## config.mk

```make
export PLATFORM = sky130hd
export DESIGN_NAME = async_tx
export DESIGN_NICKNAME = d
export VERILOG_FILES = /design/src/rtl/async_tx_pkg.sv /design/src/rtl/async_tx_ctrl.sv /design/src/rtl/async_tx_dp.sv /design/src/rtl/async_tx.sv
export SDC_FILE = /design/constraint.sdc
export NUM_CORES = 1
export LEC_CHECK = 0
export BUFFER_PORTS_ARGS = -buffer_cell sky130_fd_sc_hd__buf_2
export CELL_PAD_IN_SITES_DETAIL_PLACEMENT = 1
export CELL_PAD_IN_SITES_GLOBAL_PLACEMENT = 1
export CORE_MARGIN = 5
export CORE_UTILIZATION = 45
export DETAILED_ROUTE_END_ITERATION = 10
export GPL_ROUTABILITY_DRIVEN = 0
export PLACE_DENSITY_LB_ADDON = 0.25
export SLEW_MARGIN = 20
export SYNTH_ARGS = -nofsm -noshare
export SYNTH_HDL_FRONTEND = slang
export SYNTH_HIERARCHICAL = 1
export SYNTH_SLANG_ARGS = --single-unit
export TNS_END_PERCENT = 100
```

## constraint.sdc

```tcl
create_clock -name clk -period 5.3 [get_ports clk]
set_input_delay 0.53 -clock clk [delete_from_list [all_inputs] [get_ports clk]]
set_output_delay 0.53 -clock clk [all_outputs]
set_load 0.01 [all_outputs]
```

## src/rtl/async_tx_pkg.sv

```systemverilog
package async_tx_pkg;

  typedef enum logic [2:0] {
    ST_IDLE,
    ST_START,
    ST_DATA,
    ST_PAR,
    ST_STOP
  } txState_e;

  typedef enum logic [1:0] {
    LINE_MARK,
    LINE_SPACE,
    LINE_DATA,
    LINE_PAR
  } lineSel_e;

  // Strobes from control to datapath
  typedef struct packed {
    logic     loadShift;
    logic     shiftNext;
    lineSel_e lineSel;
  } txStrobe_t;

endpackage

```

## src/rtl/async_tx_ctrl.sv

```systemverilog
module async_tx_ctrl
  import async_tx_pkg::*;
#(
  parameter int OVS    = 16,
  parameter int DATA_W = 8
) (
  input  logic      clk,
  input  logic      rstN,
  input  logic      tickEn,
  input  logic      wrEn,
  input  logic [1:0] lenSel,
  input  logic      stopSel,
  input  logic      parEn,
  output txStrobe_t strobe,
  output logic      holdFull,
  output logic      shiftBusy
);

  localparam int CNT_W = $clog2(2 * OVS);
  localparam int IDX_W = $clog2(DATA_W);
  localparam logic [CNT_W-1:0] BIT_LAST  = CNT_W'(OVS - 1);
  localparam logic [CNT_W-1:0] HALF_LAST = CNT_W'(OVS + OVS / 2 - 1);
  localparam logic [CNT_W-1:0] DBL_LAST  = CNT_W'(2 * OVS - 1);

  txState_e         state, stateNxt;
  logic [CNT_W-1:0] tickCnt, tickCntNxt;
  logic [IDX_W-1:0] bitIdx, bitIdxNxt;
  logic [IDX_W-1:0] lastIdx;
  logic [CNT_W-1:0] stopLast;
  logic             parLat;
  logic [CNT_W-1:0] curLast;
  logic             bitDone;
  logic             startFrame;
  logic             shiftNext;

  assign curLast    = (state == ST_STOP) ? stopLast : BIT_LAST;
  assign bitDone    = tickEn && (tickCnt == curLast);
  assign startFrame = tickEn && holdFull &&
                      ((state == ST_IDLE) || ((state == ST_STOP) && bitDone));

  always_comb begin
    stateNxt   = state;
    tickCntNxt = tickCnt;
    bitIdxNxt  = bitIdx;
    shiftNext  = 1'b0;
    if (startFrame) begin
      stateNxt   = ST_START;
      tickCntNxt = '0;
    end else if (tickEn && (state != ST_IDLE)) begin
      if (!bitDone) begin
        tickCntNxt = tickCnt + CNT_W'(1);
      end else begin
        tickCntNxt = '0;
        case (state)
          ST_START: begin
            stateNxt  = ST_DATA;
            bitIdxNxt = '0;
          end
          ST_DATA: begin
            shiftNext = 1'b1;
            if (bitIdx == lastIdx) stateNxt = parLat ? ST_PAR : ST_STOP;
            else                   bitIdxNxt = bitIdx + IDX_W'(1);
          end
          ST_PAR:  stateNxt = ST_STOP;
          default: stateNxt = ST_IDLE;
        endcase
      end
    end
  end

  always_ff @(posedge clk or negedge rstN) begin
    if (!rstN) begin
      state    <= ST_IDLE;
      tickCnt  <= '0;
      bitIdx   <= '0;
      lastIdx  <= '0;
      stopLast <= BIT_LAST;
      parLat   <= 1'b0;
      holdFull <= 1'b0;
    end else begin
      state   <= stateNxt;
      tickCnt <= tickCntNxt;
      bitIdx  <= bitIdxNxt;
      if (startFrame) begin
        lastIdx  <= IDX_W'(DATA_W - 4) + IDX_W'(lenSel);
        parLat   <= parEn;
        stopLast <= !stopSel ? BIT_LAST : ((lenSel == 2'b00) ? HALF_LAST : DBL_LAST);
      end
      if (wrEn)            holdFull <= 1'b1;
      else if (startFrame) holdFull <= 1'b0;
    end
  end

  always_comb begin
    strobe.loadShift = startFrame;
    strobe.shiftNext = shiftNext;
    case (state)
      ST_START: strobe.lineSel = LINE_SPACE;
      ST_DATA:  strobe.lineSel = LINE_DATA;
      ST_PAR:   strobe.lineSel = LINE_PAR;
      default:  strobe.lineSel = LINE_MARK;
    endcase
  end

  assign shiftBusy = (state != ST_IDLE);

  assert_hold_write_R7: assert property (@(posedge clk) disable iff (!rstN)
    wrEn |=> holdFull);

  assert_load_empties_R7: assert property (@(posedge clk) disable iff (!rstN)
    (startFrame && !wrEn) |=> !holdFull);

  assert_tick_pacing_R2: assert property (@(posedge clk) disable iff (!rstN)
    !tickEn |=> ($stable(tickCnt) && $stable(state)));

  assert_chain_R6: assert property (@(posedge clk) disable iff (!rstN)
    (state == ST_STOP && tickEn && tickCnt == stopLast && holdFull) |=> (state == ST_START));

endmodule

```

## src/rtl/async_tx_dp.sv

```systemverilog
module async_tx_dp
  import async_tx_pkg::*;
#(
  parameter int DATA_W = 8
) (
  input  logic              clk,
  input  logic              rstN,
  input  logic              wrEn,
  input  logic [DATA_W-1:0] wrData,
  input  logic [1:0]        lenSel,
  input  logic              parType,
  input  logic              parForce,
  input  txStrobe_t         strobe,
  output logic              serBit
);

  logic [DATA_W-1:0] holdData;
  logic [DATA_W-1:0] shiftReg;
  logic [DATA_W-1:0] lenMask;
  logic              onesOdd;
  logic              parCalc;
  logic              parBit;

  assign lenMask = {DATA_W{1'b1}} >> (2'd3 - lenSel);
  assign onesOdd = ^(holdData & lenMask);

  always_comb begin
    if (parForce)     parCalc = ~parType;
    else if (parType) parCalc = onesOdd;
    else              parCalc = ~onesOdd;
  end

  always_ff @(posedge clk or negedge rstN) begin
    if (!rstN) begin
      holdData <= '0;
      shiftReg <= '0;
      parBit   <= 1'b0;
    end else begin
      if (wrEn) holdData <= wrData;
      if (strobe.loadShift) begin
        shiftReg <= holdData;
        parBit   <= parCalc;
      end else if (strobe.shiftNext) begin
        shiftReg <= {1'b0, shiftReg[DATA_W-1:1]};
      end
    end
  end

  always_comb begin
    case (strobe.lineSel)
      LINE_SPACE: serBit = 1'b0;
      LINE_DATA:  serBit = shiftReg[0];
      LINE_PAR:   serBit = parBit;
      default:    serBit = 1'b1;
    endcase
  end

  assert_shift_hold_R2: assert property (@(posedge clk) disable iff (!rstN)
    (!strobe.loadShift && !strobe.shiftNext) |=> $stable(shiftReg));

endmodule

```

## src/rtl/async_tx.sv

```systemverilog
module async_tx
  import async_tx_pkg::*;
#(
  parameter int OVS    = 16,
  parameter int DATA_W = 8
) (
  input  logic              clk,
  input  logic              rstN,
  input  logic              tickEn,
  input  logic              wrEn,
  input  logic [DATA_W-1:0] wrData,
  input  logic [1:0]        lenSel,
  input  logic              stopSel,
  input  logic              parEn,
  input  logic              parType,
  input  logic              parForce,
  input  logic              brkEn,
  input  logic              loopEn,
  output logic              txOut,
  output logic              loopOut,
  output logic              holdEmpty,
  output logic              txIdle
);

  txStrobe_t strobe;
  logic      holdFull;
  logic      shiftBusy;
  logic      serBit;

  async_tx_ctrl #(.OVS(OVS), .DATA_W(DATA_W)) u_ctrl (
    .clk       (clk),
    .rstN      (rstN),
    .tickEn    (tickEn),
    .wrEn      (wrEn),
    .lenSel    (lenSel),
    .stopSel   (stopSel),
    .parEn     (parEn),
    .strobe    (strobe),
    .holdFull  (holdFull),
    .shiftBusy (shiftBusy)
  );

  async_tx_dp #(.DATA_W(DATA_W)) u_dp (
    .clk      (clk),
    .rstN     (rstN),
    .wrEn     (wrEn),
    .wrData   (wrData),
    .lenSel   (lenSel),
    .parType  (parType),
    .parForce (parForce),
    .strobe   (strobe),
    .serBit   (serBit)
  );

  assign loopOut   = serBit & ~brkEn;
  assign txOut     = loopEn | (serBit & ~brkEn);
  assign holdEmpty = ~holdFull;
  assign txIdle    = ~holdFull & ~shiftBusy;

  assert_idle_flag_R8: assert property (@(posedge clk) disable iff (!rstN)
    txIdle |-> holdEmpty);

endmodule

```

==> impl_metrics.env <==
export IMPL_num_rows=24
export IMPL_finalSetupViolations=0
export IMPL_antenna_left=0
export IMPL_cp_max_fo=12
export IMPL_drive_above_1_share_pct=28.78
export IMPL_antenna_found_initial=0
export IMPL_post_dp_hpwl_um=3195
export IMPL_cts_tree="built"
export IMPL_crit_arrival_ns=2.66
export IMPL_rsz0062_at_grt="no"
export IMPL_dr_pass1_iters=4
export IMPL_ys_flop_type="dfrtp_1"
export IMPL_syn_num_nets=204
export IMPL_critPathKind="flip-flop to flip-flop"
export IMPL_layout_commonest_cell="dfrtp_1"
export IMPL_die_height_um=75.88
export IMPL_fin_skew_ns=0.006081
export IMPL_hold_buffers=0
export IMPL_finalMaxSlewViolations=0
export IMPL_insertion_delay_ns=0.29
export IMPL_rrSetupSlack_ns=2.77
export IMPL_via_count=1410
export IMPL_crit_path_end_kind="flip-flop"
export IMPL_r2r_start="u_ctrl/state[0]"
export IMPL_period_share_pct=47.66
export IMPL_maxCapViolCount=0
export IMPL_hold_ws_ns=0.3032
export IMPL_grt_first_pass_wirelength_um=7148
export IMPL_ios=24
export IMPL_finalSetupTns_ns=0
export IMPL_synth_edf_count=0
export IMPL_final_cell_mix="dfrtp_1, buf_2, nand2_1"
export IMPL_hp_class="primary input to async pin"
export IMPL_clk_pin_slew_ns=0.07
export IMPL_diodes=0
export IMPL_netlist_instances=182
export IMPL_grt_ovfl_total=0
export IMPL_wl_per_cell_um=16.20
export IMPL_cts_sinks=35
export IMPL_syn_avg_cell_area_um2=10.73
export IMPL_ys_warn_count=6
export IMPL_synthDistinctLibCells=53
export IMPL_slew_headroom_pct=49.66
export IMPL_synth_seq_cells=35
export IMPL_syn_area_mm2=0.001953
export IMPL_p_leak_nw=0.9913
export IMPL_cts_buffers=5
export IMPL_grt_pass1_vias=1556
export IMPL_dieArea_mm2=0.005758
export IMPL_nets=226
export IMPL_power_density_mw_per_mm2=307.5
export IMPL_peakVddDrop_uv=197.9
export IMPL_r2r_end="u_dp/shiftReg[2]"
export IMPL_crit_path_start_kind="flip-flop"
export IMPL_placed_cell_area_mm2=0.002092
export IMPL_start_util_pct=45.48
export IMPL_hold_viol=0
export IMPL_fp_dieW_um=75.88
export IMPL_cts_repair_resized=0
export IMPL_htree_levels=2
export IMPL_multiInputGateArea_mm2=0.001008
export IMPL_via_per_inst=5.486
export IMPL_async_flop_share_pct=100.0
export IMPL_area_growth_pct=11.40
export IMPL_drtIter0Drc=76
export IMPL_worst_pin_slew_ns=0.7551
export IMPL_root_buffer="clkbuf_8"
export IMPL_r2r_cells=6
export IMPL_grt_max_degree=36
export IMPL_cp_required_ns=5.43
export IMPL_drc=0
export IMPL_status="finished, final reports clean"
export IMPL_final_cell_area_mm2=0.002176
export IMPL_synth_seq_area_share_pct=44.91
export IMPL_core_area_mm2=0.004294
export IMPL_post_cts_buffers=0
export IMPL_wl_um=4164
export IMPL_clock_path_buffers=2
export IMPL_fmax_mhz=395.9
export IMPL_period_minus_slack_ns=2.526
export IMPL_grtUsageTotal_pct=16.45
export IMPL_register_area_um2=877.1
export IMPL_nFillCells=489
export IMPL_io_buffers=23
## layout make-up
class	instances	area share, %
clock buffer	5	3.163
clock inverter	3	0.6901
inverter	7	1.208
multi-input combinational	132	46.35
sequential	35	40.31
tap	52	2.990
timing repair buffer	23	5.290
## stage by stage
stage                     setup slack, ns  power [mW]  util [%]  instances
after floorplan                     3.105      0.4436         -        182
after global placement              2.616      0.4785     48.60        249
after detailed placement            2.810      0.4901     48.72        249
after CTS                           2.767      0.6778     50.67        257
after global routing                2.641      0.7176     50.67        257
final                               2.774      0.6690     50.67        257
## worst max-delay path, cell delays in order, from the launching register on
cell	delay, ns
dfrtp_1	0.51
nor4b_2	0.37
mux2i_2	0.34
o21ai_2	0.17
nor3_2	0.59
mux2i_1	0.28
o21ai_0	0.11
## report_power, final
| part | total, mW | internal, mW | switching (mW) |
|---|---|---|---|
| Clock | 0.186 | 0.0899 | 0.0959 |
| Combinational | 0.143 | 0.0748 | 0.0682 |
| Sequential | 0.340 | 0.298 | 0.0419 |
## cell families after synthesis
group                      after synthesis  synth area share [%]
AOI/OAI and AO/OA                       31                 10.31
muxes                                   25                 14.86
and+or+nand+nor                         68                 21.08
DFF                                     35                 44.91
buffers and inverters                   15                 3.715
adders and majority gates                2                 1.281
xor gates and xnor gates                 6                 3.844
## how the worst max path moves through the flow
stage / from / to / slack [ns]
6_report: u_ctrl/state[0] / u_dp/shiftReg[2] / 2.77
5_1_grt: u_ctrl/state[0] / u_dp/shiftReg[2] / 2.64
4_1_cts: u_ctrl/state[0] / u_dp/shiftReg[2] / 2.77
3_5_place_dp: u_ctrl/state[0] / u_dp/parBit / 2.81
3_3_place_gp: u_ctrl/state[0] / u_dp/shiftReg[0] / 2.62
2_1_floorplan: u_ctrl/state[1] / u_dp/shiftReg[5] / 3.10
## Yosys cell counts, types with 2 or more instances
cell / count / area share, %
xor2_1: 3 / 1.3
and4bb_1: 2 / 1.3
ha_1: 2 / 1.3
a211o_1: 2 / 0.90
nand3_1: 6 / 1.5
nand2_1: 19 / 3.7
nor3_1: 6 / 1.5
clkbuf_1: 4 / 0.77
or2_1: 2 / 0.64
dfrtp_1: 34 / 44
mux2i_1: 10 / 5.1
mux2_4: 5 / 3.8
o21ai_0: 12 / 3.1
o31ai_1: 2 / 0.77
o21ai_1: 3 / 0.77
or3_1: 2 / 0.64
nor2b_1: 3 / 0.96
inv_1: 7 / 1.3
mux2_2: 9 / 5.2
and4_2: 2 / 1.0
nor2_1: 9 / 1.7
a21oi_1: 4 / 1.0
nand4_1: 3 / 0.96
buf_4: 2 / 0.77
## per-layer routing
metal | track usage, % | routed length, um | share of wire, %
met2 | 30.51 | 2269 | 54
met4 | 4.078 | 42 | 1.0
met3 | 4.617 | 137 | 3.3
met1 | 18.35 | 1714 | 41
met5 | 0 | 0 | 0
## flip-flops by register name (all words and copies together) (netlist names), 2 cells and up
name	count
u_ctrl/lastIdx	3
u_ctrl/tickCnt	5
u_dp/shiftReg	8
u_ctrl/state	3
u_ctrl/bitIdx	3
u_dp/holdData	8
u_ctrl/stopLast	2
Power figures use the tool's default switching activity.
